--- src/rtl/lane_case_pkg.sv ---
// Package: shared types and constants of the per-lane case matcher.
// Holds the layout code encoding, the case table and the two result
// constants. The layout encoding must stay in step with the neighbouring
// partitioned adder.
package lane_case_pkg;

    localparam int PAT_W = 5;   // bits covered by a case-table entry
    localparam int RES_W = 6;   // bits needed by the result constants
    localparam int N_PAT = 3;   // number of case-table entries

    typedef enum logic [1:0] {
        LAYOUT_4X16   = 2'd0,
        LAYOUT_2X32   = 2'd1,
        LAYOUT_1X64   = 2'd2,
        LAYOUT_SPARE  = 2'd3
    } layout_e;

    // One case-table entry: the lane matches if (lane ^ value) & care is 0.
    typedef struct packed {
        logic [PAT_W-1:0] value;
        logic [PAT_W-1:0] care;
    } pattern_t;

    // Entry 0: exact 3, entry 1: exact 10, entry 2: xx101.
    localparam pattern_t [N_PAT-1:0] CASE_TABLE = {
        pattern_t'{value: 5'b00101, care: 5'b00111},
        pattern_t'{value: 5'd10,    care: 5'b11111},
        pattern_t'{value: 5'd3,     care: 5'b11111}
    };

    localparam logic [RES_W-1:0] HIT_CODE  = 6'd23;
    localparam logic [RES_W-1:0] MISS_CODE = 6'd45;

endpackage

--- src/rtl/layout_decode.sv ---
// Module: layout_decode
// Turns the 2-bit layout code into a one-hot lane-width select
// (bit 0 = 16-bit lanes, bit 1 = 32-bit lanes, bit 2 = one 64-bit lane).
// Assumes the encoding from lane_case_pkg. The spare code selects the
// single-lane layout.
module layout_decode
    import lane_case_pkg::*;
(
    input  logic [1:0] layout_code,
    output logic [2:0] width_sel
);

    // Map each code to one lane-width select.
    always_comb begin
        unique case (layout_e'(layout_code))
            LAYOUT_4X16:  width_sel = 3'b001;
            LAYOUT_2X32:  width_sel = 3'b010;
            LAYOUT_1X64:  width_sel = 3'b100;
            LAYOUT_SPARE: width_sel = 3'b100;
            default:      width_sel = 3'b100;
        endcase
    end

endmodule

--- src/rtl/lane_case.sv ---
// Module: lane_case
// Checks one lane against the fixed case table and gives the
// zero-extended hit or miss constant. Assumes LANE_W is larger than
// PAT_W. Every lane bit above the table's pattern width must be zero
// for any entry to match.
module lane_case
    import lane_case_pkg::*;
#(
    parameter int LANE_W = 16
) (
    input  logic [LANE_W-1:0] lane_in,
    output logic [LANE_W-1:0] lane_out
);

    localparam int HIGH_W = LANE_W - PAT_W;

    logic low_hit;
    logic high_clear;

    // Check whether the low bits fit any table entry under its care mask.
    always_comb begin
        low_hit = 1'b0;
        for (int p = 0; p < N_PAT; p++) begin
            if (((lane_in[PAT_W-1:0] ^ CASE_TABLE[p].value) & CASE_TABLE[p].care) == '0)
                low_hit = 1'b1;
        end
    end

    // Require every bit above the pattern width to be zero.
    always_comb high_clear = (lane_in[LANE_W-1:PAT_W] == {HIGH_W{1'b0}});

    // Pick the result constant, zero-extended to the lane width.
    always_comb lane_out = (low_hit && high_clear) ? LANE_W'(HIT_CODE) : LANE_W'(MISS_CODE);

endmodule

--- src/rtl/lane_bank.sv ---
// Module: lane_bank
// Splits a packed vector into DATA_W/LANE_W lanes of the same width and
// runs one lane_case per lane. Assumes LANE_W divides DATA_W exactly.
module lane_bank #(
    parameter int DATA_W = 64,
    parameter int LANE_W = 16
) (
    input  logic [DATA_W-1:0] vec_in,
    output logic [DATA_W-1:0] vec_out
);

    localparam int N_LANES = DATA_W / LANE_W;

    // One independent matcher per lane position.
    for (genvar k = 0; k < N_LANES; k++) begin : g_lane
        lane_case #(.LANE_W(LANE_W)) u_lane (
            .lane_in  (vec_in [k*LANE_W +: LANE_W]),
            .lane_out (vec_out[k*LANE_W +: LANE_W])
        );
    end

endmodule

--- src/rtl/lane_case_top.sv ---
// Module: lane_case_top
// Per-lane case matcher. Three banks of matchers (NARROW_W, 2*NARROW_W
// and 4*NARROW_W wide lanes) all see the input vector. The layout code
// picks which bank drives the output. Assumes DATA_W == 4*NARROW_W.
// Purely combinational.
module lane_case_top #(
    parameter int DATA_W   = 64,
    parameter int NARROW_W = 16
) (
    input  logic [1:0]        layout_code,
    input  logic [DATA_W-1:0] vec_in,
    output logic [DATA_W-1:0] vec_out
);

    localparam int N_LAYOUTS = 3;

    logic [2:0]        width_sel;
    logic [DATA_W-1:0] bank_out [N_LAYOUTS];

    layout_decode u_decode (
        .layout_code (layout_code),
        .width_sel   (width_sel)
    );

    // One bank per lane width: NARROW_W, 2*NARROW_W, 4*NARROW_W.
    for (genvar g = 0; g < N_LAYOUTS; g++) begin : g_bank
        lane_bank #(.DATA_W(DATA_W), .LANE_W(NARROW_W << g)) u_bank (
            .vec_in  (vec_in),
            .vec_out (bank_out[g])
        );
    end

    // Forward the result of the bank the layout selects.
    always_comb begin
        vec_out = '0;
        for (int g = 0; g < N_LAYOUTS; g++) begin
            if (width_sel[g])
                vec_out = bank_out[g];
        end
    end

endmodule

--- config.mk ---
export PLATFORM = sky130hd
export DESIGN_NAME = lane_case_top
export DESIGN_NICKNAME = d
export VERILOG_FILES = /design/src/rtl/lane_case_pkg.sv /design/src/rtl/layout_decode.sv /design/src/rtl/lane_case.sv /design/src/rtl/lane_bank.sv /design/src/rtl/lane_case_top.sv
export SDC_FILE = /design/constraint.sdc
export NUM_CORES = 1
export LEC_CHECK = 0
export BUFFER_PORTS_ARGS = -buffer_cell sky130_fd_sc_hd__buf_2
export CORE_MARGIN = 8
export CORE_UTILIZATION = 31
export DETAILED_ROUTE_END_ITERATION = 12
export PLACE_DENSITY_LB_ADDON = 0.3
export SLEW_MARGIN = 20
export SYNTH_ARGS = -nofsm -noshare
export SYNTH_HDL_FRONTEND = slang
export SYNTH_SLANG_ARGS = --single-unit
--- constraint.sdc ---
create_clock -name vclk -period 1.8
set_input_delay 0 -clock vclk [all_inputs]
set_output_delay 0 -clock vclk [all_outputs]
set_load 0.01 [all_outputs]
======== Word level (Yosys, flattened, before mapping) ========
Index checks and enable logic that the tools add are counted.
storage, ports and cells
  register bits after elaboration ......... 0
  latch bits .............................. 0
  RAM bits ................................ 0
  bits in read-only memories .............. 0
  input bits .............................. 66
  word-level logic and storage cells ...... 66
  memories ................................ 0
operators by class
  add/subtract/negate cells ............... 0
  multipliers ............................. 0
  divide/modulo/power cells ............... 0
  order comparisons ....................... 0
  equality and inequality tests ........... 3
  shifts and indexed selects .............. 0
  mux-type cells .......................... 23
  bitwise gates (word level) .............. 12
  reductions and logical operators ........ 28
operators with widths
  operator                                                                count
  64-bit two-way mux                                                      3
  5-bit logical NOT                                                       12
  59-bit logical NOT                                                      1
  27-bit logical NOT                                                      2
  11-bit logical NOT                                                      4
  6-bit two-way mux                                                       7
  2-bit inverter                                                          12
  1-bit two-way mux                                                       12
  3-bit case mux with 3 select lines                                      1
  1-bit logical AND                                                       7
  2-bit equality test (second input constant)                             2
  2-bit by 1-bit equality test with 1-bit output (second input constant)  1
  2-bit logical NOT                                                       1
  2-bit OR reduction                                                      1

======== Logic depth before layout (Yosys ltp) ========
Gate-level depths: netlist of run 1.
  word-level depth ........................ 10
  gate-level depth with buffers ........... 5
  mapped depth without buffers ............ 4

======== Hierarchy ========
Synthesis of run 1 repeated with hierarchy kept, for this count alone.
second synthesis, totals
  cell total of the unflattened synthesis .. 585
  area total of the unflattened synthesis .. 4096.4 µm²
by module, submodules not included
  module                                             instances  cells each  area an instance (µm²)  seq. area each (µm²)
  lane_case_top                                      1          291         1934.4                  0.0
  lane_case (g_bank[0].u_bank.g_lane[0].u_lane ...)  4          26          193.9                   0.0
  lane_case (g_bank[1].u_bank.g_lane[0].u_lane ...)  2          48          360.3                   0.0
  lane_case (g_bank[2].u_bank.g_lane[0].u_lane)      1          91          651.9                   0.0
  layout_decode                                      1          3           13.8                    0.0

======== Worst setup path after synthesis of run 1 ========
No wires, ideal clock.
  path kind ............................... input port to output port
  start point ............................. input port vec_in[59]
  end point ............................... output port vec_out[4]
  arrival time ............................ 1.133 ns
  setup slack ............................. 0.667 ns
  stages on the path ...................... 5
  path buffers ............................ 1
  cell sequence ........................... nor4_2 nand3_1 o41ai_2 and3_1 buf_4
on the way
  word-level cells in the longest chain between the ends .. 4
ends and longest elaborated chain
  item                RTL line             text
  start, declared     lane_case_top.sv:11  input logic [DATA_W-1:0] vec_in,
  59-bit logical NOT  lane_case.sv:30      always_comb high_clear = (lane_in[LANE_W-1:PAT_W] == {HIGH_W{1'b0}});
  1-bit logical AND   lane_case.sv:33      always_comb lane_out = (low_hit && high_clear) ? LANE_W'(HIT_CODE) : LANE_W'(MISS_CODE);
  6-bit two-way mux   lane_case.sv:33
  64-bit two-way mux  lane_case_top.sv:37  if (width_sel[g])
  end, declared       lane_case_top.sv:12  output logic [DATA_W-1:0] vec_out
Every way passes these cells.

======== Worst setup path in the final report of run 1 ========
  start point ............................. input port vec_in[58]
  end point ............................... output port vec_out[4]
Same word-level chain as after synthesis.

==> impl_metrics.py, run 1 <==
metrics = {
    "clocking": {
        "postCtsSetupRepairBufs": 0,
        "holdBufCountCts": 0,
        "cts_resized": 0,
    },
    "min_path": {
        "min_from": "layout_code[0]",
        "holdPathEnd": "vec_out[53]",
        "min_path_cells": 3,
        "hp-class": "primary input to output pin",
    },
    "detailed_routing": {
        "drtIter0Drc": 29,
        "first_pass_iters": 4,
        "totalWireLength_mm": 2.79,
        "dr_total_vias": 898,
        "drcViolationCount": 0,
        "via_per_inst": 4.16,
        "wire_per_inst_um": 12.9,
        "antenna_left": 0,
    },
    "final_layout": {
        "fin_util": 0.407,
        "seq_cell_count": 0,
        "drive_gt1_frac": 0.489,
        "area_growth_pct": 29.8,
        "seqCellArea_um2": 0,
        "final.clkbuf_count": 0,
        "n_fill_cell": 280,
        "diodes": 0,
        "nets": 254,
    },
    "synth": {
        "synth_largest_area_cell": "buf_4",
        "ys_seq_area_frac": 0,
        "synth.area.top_cells": "buf_4, nor3_1, nor4_1",
        "syn_inst": 112,
        "yosysWarningCount": 0,
        "syn_area_um2": 748,
        "ys_top_cells_by_count": "buf_4, nor3_1, nand3_1, a21oi_1, nor4_1",
        "avgSynthCellArea_um2": 6.68,
        "synth_most_common_cell": "buf_4",
        "synthDistinctLibCells": 20,
        "yosysTopAreaCellShare": 0.542,
    },
    "floorplanning": {
        "die_h_um": 65.1,
        "dieArea_um2": 4240,
        "dieWidth_um": 65.1,
        "coreArea_um2": 2390,
        "io_pins": 130,
        "fp-row-count": 18,
        "start_util": 0.313,
    },
    "critical_path": {
        "critical_path_required_ns": 1.80,
        "endpoint_kind": "output pin",
        "critPathMaxStageDelay_ns": 0.38,
        "crit_path_frequent_cell": "buf_2",
        "path_class": "primary input to output pin",
        "crit_path_top_delay_cell": "o41ai_2",
        "start_kind": "primary input",
        "cp_cell_sequence": "buf_2 > nor4_2 > nand3_1 > o41ai_2 > and3_1 > buf_2",
        "crit_fanout": 3,
        "cp_data_arrival_time_ns": 1.27,
    },
    "sta": {
        "rsz0062_at_grt": "no",
        "max_freq_mhz": 790,
        "tns_ns": 0,
        "timing.final.crit_share": 0.703,
        "slew_violations": 0,
        "finalHoldViolCount": 0,
        "period_needed_ns": 1.27,
        "setup_viol_count_final": 0,
    },
    "power_and_ir_drop": {
        "leakage_nw": 0.574,
        "p_per_area_nw_per_um2": 180,
        "ir_drop_mv": 0.109,
        "total_power_uw": 175,
    },
    "global_routing": {
        "grt_max_degree": 8,
        "grt_pass1_vias": 875,
        "antenna_found_initial": 0,
        "grt_pass1_wl_mm": 4.01,
        "grt_usage": 0.108,
        "gr-total-overflow": 0,
    },
    "placed_design": {
        "port_buffers": 88,
        "place.gp.congestion": 0.777,
        "dp_hpwl_mm": 2.62,
    },
    "flow_run": {
        "cap_violations": 0,
    },
    "run_status": {
        "outcome": "completed",
    },
}
-- report_power, final --
group	leakage, nW	internal (mW)	switching [mW]	total (mW)
Clock	0	0	0	0
Sequential	0	0	0	0
Combinational	0.574	0.0746	0.0999	0.175
Total	0.574	0.0746	0.0999	0.175
-- cell type report --
type	instances	area, µm²	area share
multi-input combinational	97	489	0.504
timing repair buffer	88	440	0.454
tap	30	37.5	0.0387
inverter	1	3.75	0.00387
-- per-layer routing --
layer  up-vias  GRT usage  wire [µm]
met5         -          0          0
met4         0          0          0
met2        59      0.220       1450
li1        444          -          -
met1       395      0.109        978
met3         0     0.0357        362
-- critical path: cells and delay by family --
| family | cells | cell delay [ns] |
|---|---|---|
| AOI/OAI and AO/OA | 1 | 0.38 |
| and+or+nand+nor | 3 | 0.65 |
| buffers and inverters | 2 | 0.24 |
-- layout by cell type (no fill, tap or decap), drive strengths merged --
master / n
nor4: 8
o2111ai: 1
nor2b: 2
and2: 2
nand3: 7
buf: 88
o21ai: 3
a21oi: 6
nor3: 9
o22ai: 1
nand2: 3
nor2: 4
nor4b: 2
o41ai: 1
inv: 1
conb: 42
xor2: 1
and3: 2
nand3b: 3
-- stage by stage --
stage / hold slack (ns) / std cells / instance area [µm²] / setup WS (ns)
finish: 0.335 / 216 / 971 / 0.535
CTS: 0.334 / 216 / 971 / 0.514
detailed placement: 0.331 / 216 / 971 / 0.520
global route: 0.348 / 216 / 971 / 0.451
global placement: 0.331 / 216 / 971 / 0.522
floorplan: 0.0516 / 152 / 898 / 0.667
-- worst max path at each step --
| stage | startpoint | to | slack [ns] | cells past startpoint |
|---|---|---|---|---|
| after floorplan | vec_in[59] | vec_out[4] | 0.67 | 5 |
| after global placement | vec_in[58] | vec_out[1] | 0.52 | 6 |
| after detailed placement | vec_in[58] | vec_out[1] | 0.52 | 6 |
| after CTS | vec_in[58] | vec_out[1] | 0.51 | 6 |
| after global routing | vec_in[58] | vec_out[4] | 0.45 | 6 |
| final | vec_in[58] | vec_out[4] | 0.53 | 6 |
-- kinds of logic after synthesis --
kind of cell,count (synthesis),synth area share
buffers and inverters,55,0.547
xor gates and xnor gates,1,0.0117
AOI/OAI and AO/OA,12,0.102
other,2,0.0100
and+or+nand+nor,42,0.329
Note: power is estimated with default switching activity, not from simulation.
==> inputs of run 2 (changes only) <==
--- a/config.mk
+++ b/config.mk
@@ -6,8 +6,9 @@
 export NUM_CORES = 1
 export LEC_CHECK = 0
 export BUFFER_PORTS_ARGS = -buffer_cell sky130_fd_sc_hd__buf_2
+export CORE_ASPECT_RATIO = 2
 export CORE_MARGIN = 8
-export CORE_UTILIZATION = 31
+export CORE_UTILIZATION = 26
 export DETAILED_ROUTE_END_ITERATION = 12
 export PLACE_DENSITY_LB_ADDON = 0.3
 export SLEW_MARGIN = 20
==> constraint.sdc (replaced) <==
create_clock -name vclk -period 1.1
set_input_delay 0 -clock vclk [all_inputs]
set_output_delay 0 -clock vclk [all_outputs]
set_load 0.01 [all_outputs]
==> impl_metrics.py, run 2 (same netlist as run 1, synthesis figures left out) <==
metrics = {
    "power_and_ir_drop": {
        "pwr-share-seq": 0,
        "clkPwrFrac": 0,
        "ir_drop_mv": 0.149,
        "p_switching_uw": 195,
        "pwr-share-comb": 1.000,
        "p_sw_frac": 0.568,
        "p_int_uw": 149,
        "total_power_uw": 344,
        "leakage_nw": 0.624,
        "p_per_area_nw_per_um2": 296,
    },
    "detailed_routing": {
        "drcViolationCount": 0,
        "antenna_left": 0,
        "first_pass_iters": 2,
        "via_per_inst": 4.35,
        "totalWireLength_mm": 3.01,
        "drtIter0Drc": 3,
        "wire_per_inst_um": 13.9,
        "dr_total_vias": 944,
    },
    "sta": {
        "setup_viol_count_final": 6,
        "rsz0062_at_grt": "yes",
        "period_needed_ns": 1.19,
        "tns_ns": -0.269,
        "fin_ws_ns": -0.0947,
        "max_freq_mhz": 837,
        "timing.final.crit_share": 1.09,
        "finalHoldViolCount": 0,
        "slew_violations": 0,
    },
    "run_status": {
        "outcome": "finished with violations",
        "violations": "setup timing",
    },
    "final_layout": {
        "layout_common_cells": "buf_2, conb_1, buf_6",
        "seq_cell_count": 0,
        "diodes": 0,
        "final.clkbuf_count": 0,
        "nets": 256,
        "area_growth_pct": 55.4,
        "seqCellArea_um2": 0,
        "final_cells": 217,
        "final_common_cell": "buf_2",
        "n_fill_cell": 319,
        "drive_gt1_frac": 0.574,
        "fin_util": 0.425,
    },
    "critical_path": {
        "cp_cell_sequence": "buf_6 > nor4_4 > nand3_2 > o41ai_4 > and3_1 > buf_2",
        "worst-path-stages": 6,
        "critPathMaxStageDelay_ns": 0.32,
        "path_buf_inv": 2,
        "crit_start": "vec_in[47]",
        "crit_fanout": 2,
        "endpoint_kind": "output pin",
        "critical_path_required_ns": 1.10,
        "start_kind": "primary input",
        "cp_data_arrival_time_ns": 1.19,
        "crit_end": "vec_out[4]",
        "critPathTopFamily": "simple AND/OR/NAND/NOR gates",
        "crit_path_top_delay_cell": "o41ai_4",
        "path_class": "primary input to output pin",
    },
    "floorplanning": {
        "die_h_um": 91.9,
        "coreArea_um2": 2740,
        "dieWidth_um": 53.9,
        "start_util": 0.273,
        "io_pins": 130,
        "fp-row-count": 27,
        "dieArea_um2": 4950,
    },
    "global_routing": {
        "grt_max_degree": 8,
        "grt_pass1_wl_mm": 4.21,
        "gr-total-overflow": 0,
        "grt_pass1_vias": 1074,
        "grt_usage": 0.100,
        "antenna_found_initial": 0,
    },
    "placed_design": {
        "port_buffers": 88,
        "dp_hpwl_mm": 2.70,
        "dp_slack_ns": -0.247,
        "place.gp.congestion": 0.789,
        "dp_cells": 217,
    },
    "clocking": {
        "holdBufCountCts": 0,
    },
    "min_path": {
        "hp-class": "primary input to output pin",
    },
    "flow_run": {
        "cap_violations": 0,
    },
}
[run 2: cell count changes in the layout (fill, tap and decap cells not counted), sizes merged]
cell,change
buf,+2
[run 2: layout make-up]
class	instances	area [µm²]	area share
well taps	29	36.3	0.0312
multi-input cells	97	617	0.531
inverters	1	3.75	0.00323
repair buffers	90	505	0.435
[run 2: worst min-delay path by stage]
stage / from / to / slack [ns] / cells after the start
4_1_cts: layout_code[0] / vec_out[53] / 0.36 / 3
5_1_grt: layout_code[0] / vec_out[51] / 0.41 / 3
3_5_place_dp: layout_code[0] / vec_out[53] / 0.36 / 3
3_3_place_gp: layout_code[0] / vec_out[53] / 0.36 / 3
6_report: layout_code[0] / vec_out[53] / 0.37 / 3
2_1_floorplan: layout_code[1] / vec_out[35] / 0.05 / 1
[run 2: through the flow]
step / hold slack (ns) / instance area, µm²
detailed placement: 0.359 / 985
global route: 0.405 / 1160
CTS: 0.362 / 1020
global placement: 0.360 / 985
floorplan: 0.0516 / 902
finish: 0.374 / 1160
[run 2: metal layers]
| metal | GRT usage | part of all wire | vias to the layer above |
|---|---|---|---|
| met3 | 0.0259 | 0.15 | 0 |
| met5 | 0 | 0 | - |
| met1 | 0.109 | 0.36 | 407 |
| met2 | 0.190 | 0.50 | 89 |
| li1 | - | - | 448 |
| met4 | 0 | 0 | 0 |
[run 2: timing repair]
action                                  in CTS  in global routing
buffers inserted                             0                  0
endpoints found under the setup margin      10                 14
pin swaps                                    5                  4
resized for setup                            7                 26
[run 2: tightest hold or removal path: stages]
cell and delay (ns):
buf_2 0.16, nor3_1 0.08, buf_2 0.14
[run 2: power groups by stage]
stage / Clock [mW] / Sequential, mW / Combinational [mW]
2_1_floorplan: 0 / 0 / 0.248
3_3_place_gp: 0 / 0 / 0.286
3_5_place_dp: 0 / 0 / 0.288
4_1_cts: 0 / 0 / 0.300
5_1_grt: 0 / 0 / 0.377
6_report: 0 / 0 / 0.344
==> inputs of run 3 (changes only) <==
--- a/config.mk
+++ b/config.mk
@@ -11,6 +11,7 @@
 export CORE_UTILIZATION = 26
 export DETAILED_ROUTE_END_ITERATION = 12
 export PLACE_DENSITY_LB_ADDON = 0.3
+export SETUP_SLACK_MARGIN = 0.4
 export SLEW_MARGIN = 20
 export SYNTH_ARGS = -nofsm -noshare
 export SYNTH_HDL_FRONTEND = slang
==> impl_metrics.py, run 3 (same netlist as run 1, synthesis figures left out) <==
metrics = {
    "run_status": {
        "outcome": "finished with violations",
        "violations": "setup timing",
    },
    "floorplanning": {
        "coreArea_um2": 2740,
        "fp-row-count": 27,
        "io_pins": 130,
        "die_h_um": 91.9,
        "dieArea_um2": 4950,
        "dieWidth_um": 53.9,
        "start_util": 0.273,
    },
    "sta": {
        "period_needed_ns": 1.21,
        "rsz0062_at_grt": "yes",
        "tns_ns": -0.379,
        "setup_viol_count_final": 8,
        "max_freq_mhz": 830,
        "finalHoldViolCount": 0,
        "slew_violations": 0,
        "timing.final.crit_share": 1.10,
        "fin_ws_ns": -0.105,
    },
    "critical_path": {
        "path_class": "primary input to output pin",
        "endpoint_kind": "output pin",
        "critical_path_required_ns": 1.10,
        "crit_start": "vec_in[62]",
        "start_kind": "primary input",
        "cp_data_arrival_time_ns": 1.21,
        "crit_fanout": 2,
    },
    "placed_design": {
        "dp_slack_ns": -0.201,
        "place.gp.congestion": 0.713,
        "port_buffers": 88,
        "dp_hpwl_mm": 2.84,
    },
    "detailed_routing": {
        "wire_per_inst_um": 14.2,
        "first_pass_iters": 4,
        "via_per_inst": 4.31,
        "drcViolationCount": 0,
        "antenna_left": 0,
        "totalWireLength_mm": 3.13,
        "drtIter0Drc": 9,
        "dr_total_vias": 948,
    },
    "final_layout": {
        "n_fill_cell": 295,
        "diodes": 0,
        "layout_common_cells": "buf_2, conb_1, buf_6",
        "seqCellArea_um2": 0,
        "nets": 259,
        "seq_cell_count": 0,
        "multi_input_area_um2": 678,
        "area_growth_pct": 74.7,
        "fin_util": 0.478,
        "drive_gt1_frac": 0.618,
        "final.clkbuf_count": 0,
        "final_common_cell": "buf_2",
    },
    "global_routing": {
        "antenna_found_initial": 0,
        "gr-total-overflow": 0,
        "grt_usage": 0.113,
        "grt_pass1_wl_mm": 4.62,
        "grt_pass1_vias": 1116,
        "grt_max_degree": 8,
    },
    "flow_run": {
        "cap_violations": 0,
    },
    "power_and_ir_drop": {
        "total_power_uw": 373,
        "leakage_nw": 0.659,
        "p_per_area_nw_per_um2": 285,
        "ir_drop_mv": 0.161,
    },
    "min_path": {
        "min_from": "layout_code[0]",
        "holdPathEnd": "vec_out[53]",
        "hp-class": "primary input to output pin",
        "min_path_cells": 3,
    },
    "clocking": {
        "holdBufCountCts": 0,
    },
}
-- run 3: changes by cell type in the layout (fill, tap and decap cells not counted), moves of 2 or more --
cell	previous run	this run
buf_6	8	17
buf_2	80	72
and2_1	2	0
and2_4	0	2
nor3_1	7	5
nor3_2	2	4
nor4_4	4	6
-- run 3: per-layer routing --
layer	GRT usage	routed length, µm	up-vias
met5	0	0	-
met3	0.0146	364	0
met1	0.131	1120	414
met2	0.214	1650	78
met4	0	0	0
li1	-	-	456
-- run 3: through the flow --
stage               hold WS [ns]  std cells  cell area [µm²]
floorplan                 0.0296        152             1020
global placement           0.352        219             1100
detailed placement         0.361        219             1100
CTS                        0.375        220             1290
global route               0.411        220             1310
finish                     0.381        220             1310
-- run 3: how the worst max path moves through the flow --
| stage | endpoint | slack, ns | cells after the start |
|---|---|---|---|
| finish | vec_out[4] | -0.11 | 6 |
| global route | vec_out[3] | -0.20 | 6 |
| CTS | vec_out[4] | -0.14 | 6 |
| detailed placement | vec_out[4] | -0.20 | 6 |
| global placement | vec_out[4] | -0.19 | 6 |
| floorplan | vec_out[5] | 0.02 | 5 |
-- run 3: where the power goes --
group	switching (mW)	internal [mW]
sequential	0	0
combinational	0.206	0.166
clock	0	0
total	0.206	0.166
-- run 3: critical path, stage by stage --
cell	delay (ns)
buf_6	0.10
nor4_4	0.27
nand3_2	0.13
o41ai_4	0.36
and3_4	0.24
buf_6	0.10
-- run 3: final cells by class --
type / instances / share of cell area
inverter: 1 / 0.00287
multi-input combinational: 97 / 0.519
tap: 29 / 0.0278
timing repair buffer: 93 / 0.451
-- run 3: timing repair --
item | CTS | global route
pin swaps | 13 | 4
endpoints found under the setup margin | 16 | 20
resized for setup | 29 | 4
buffers inserted | 1 | 0
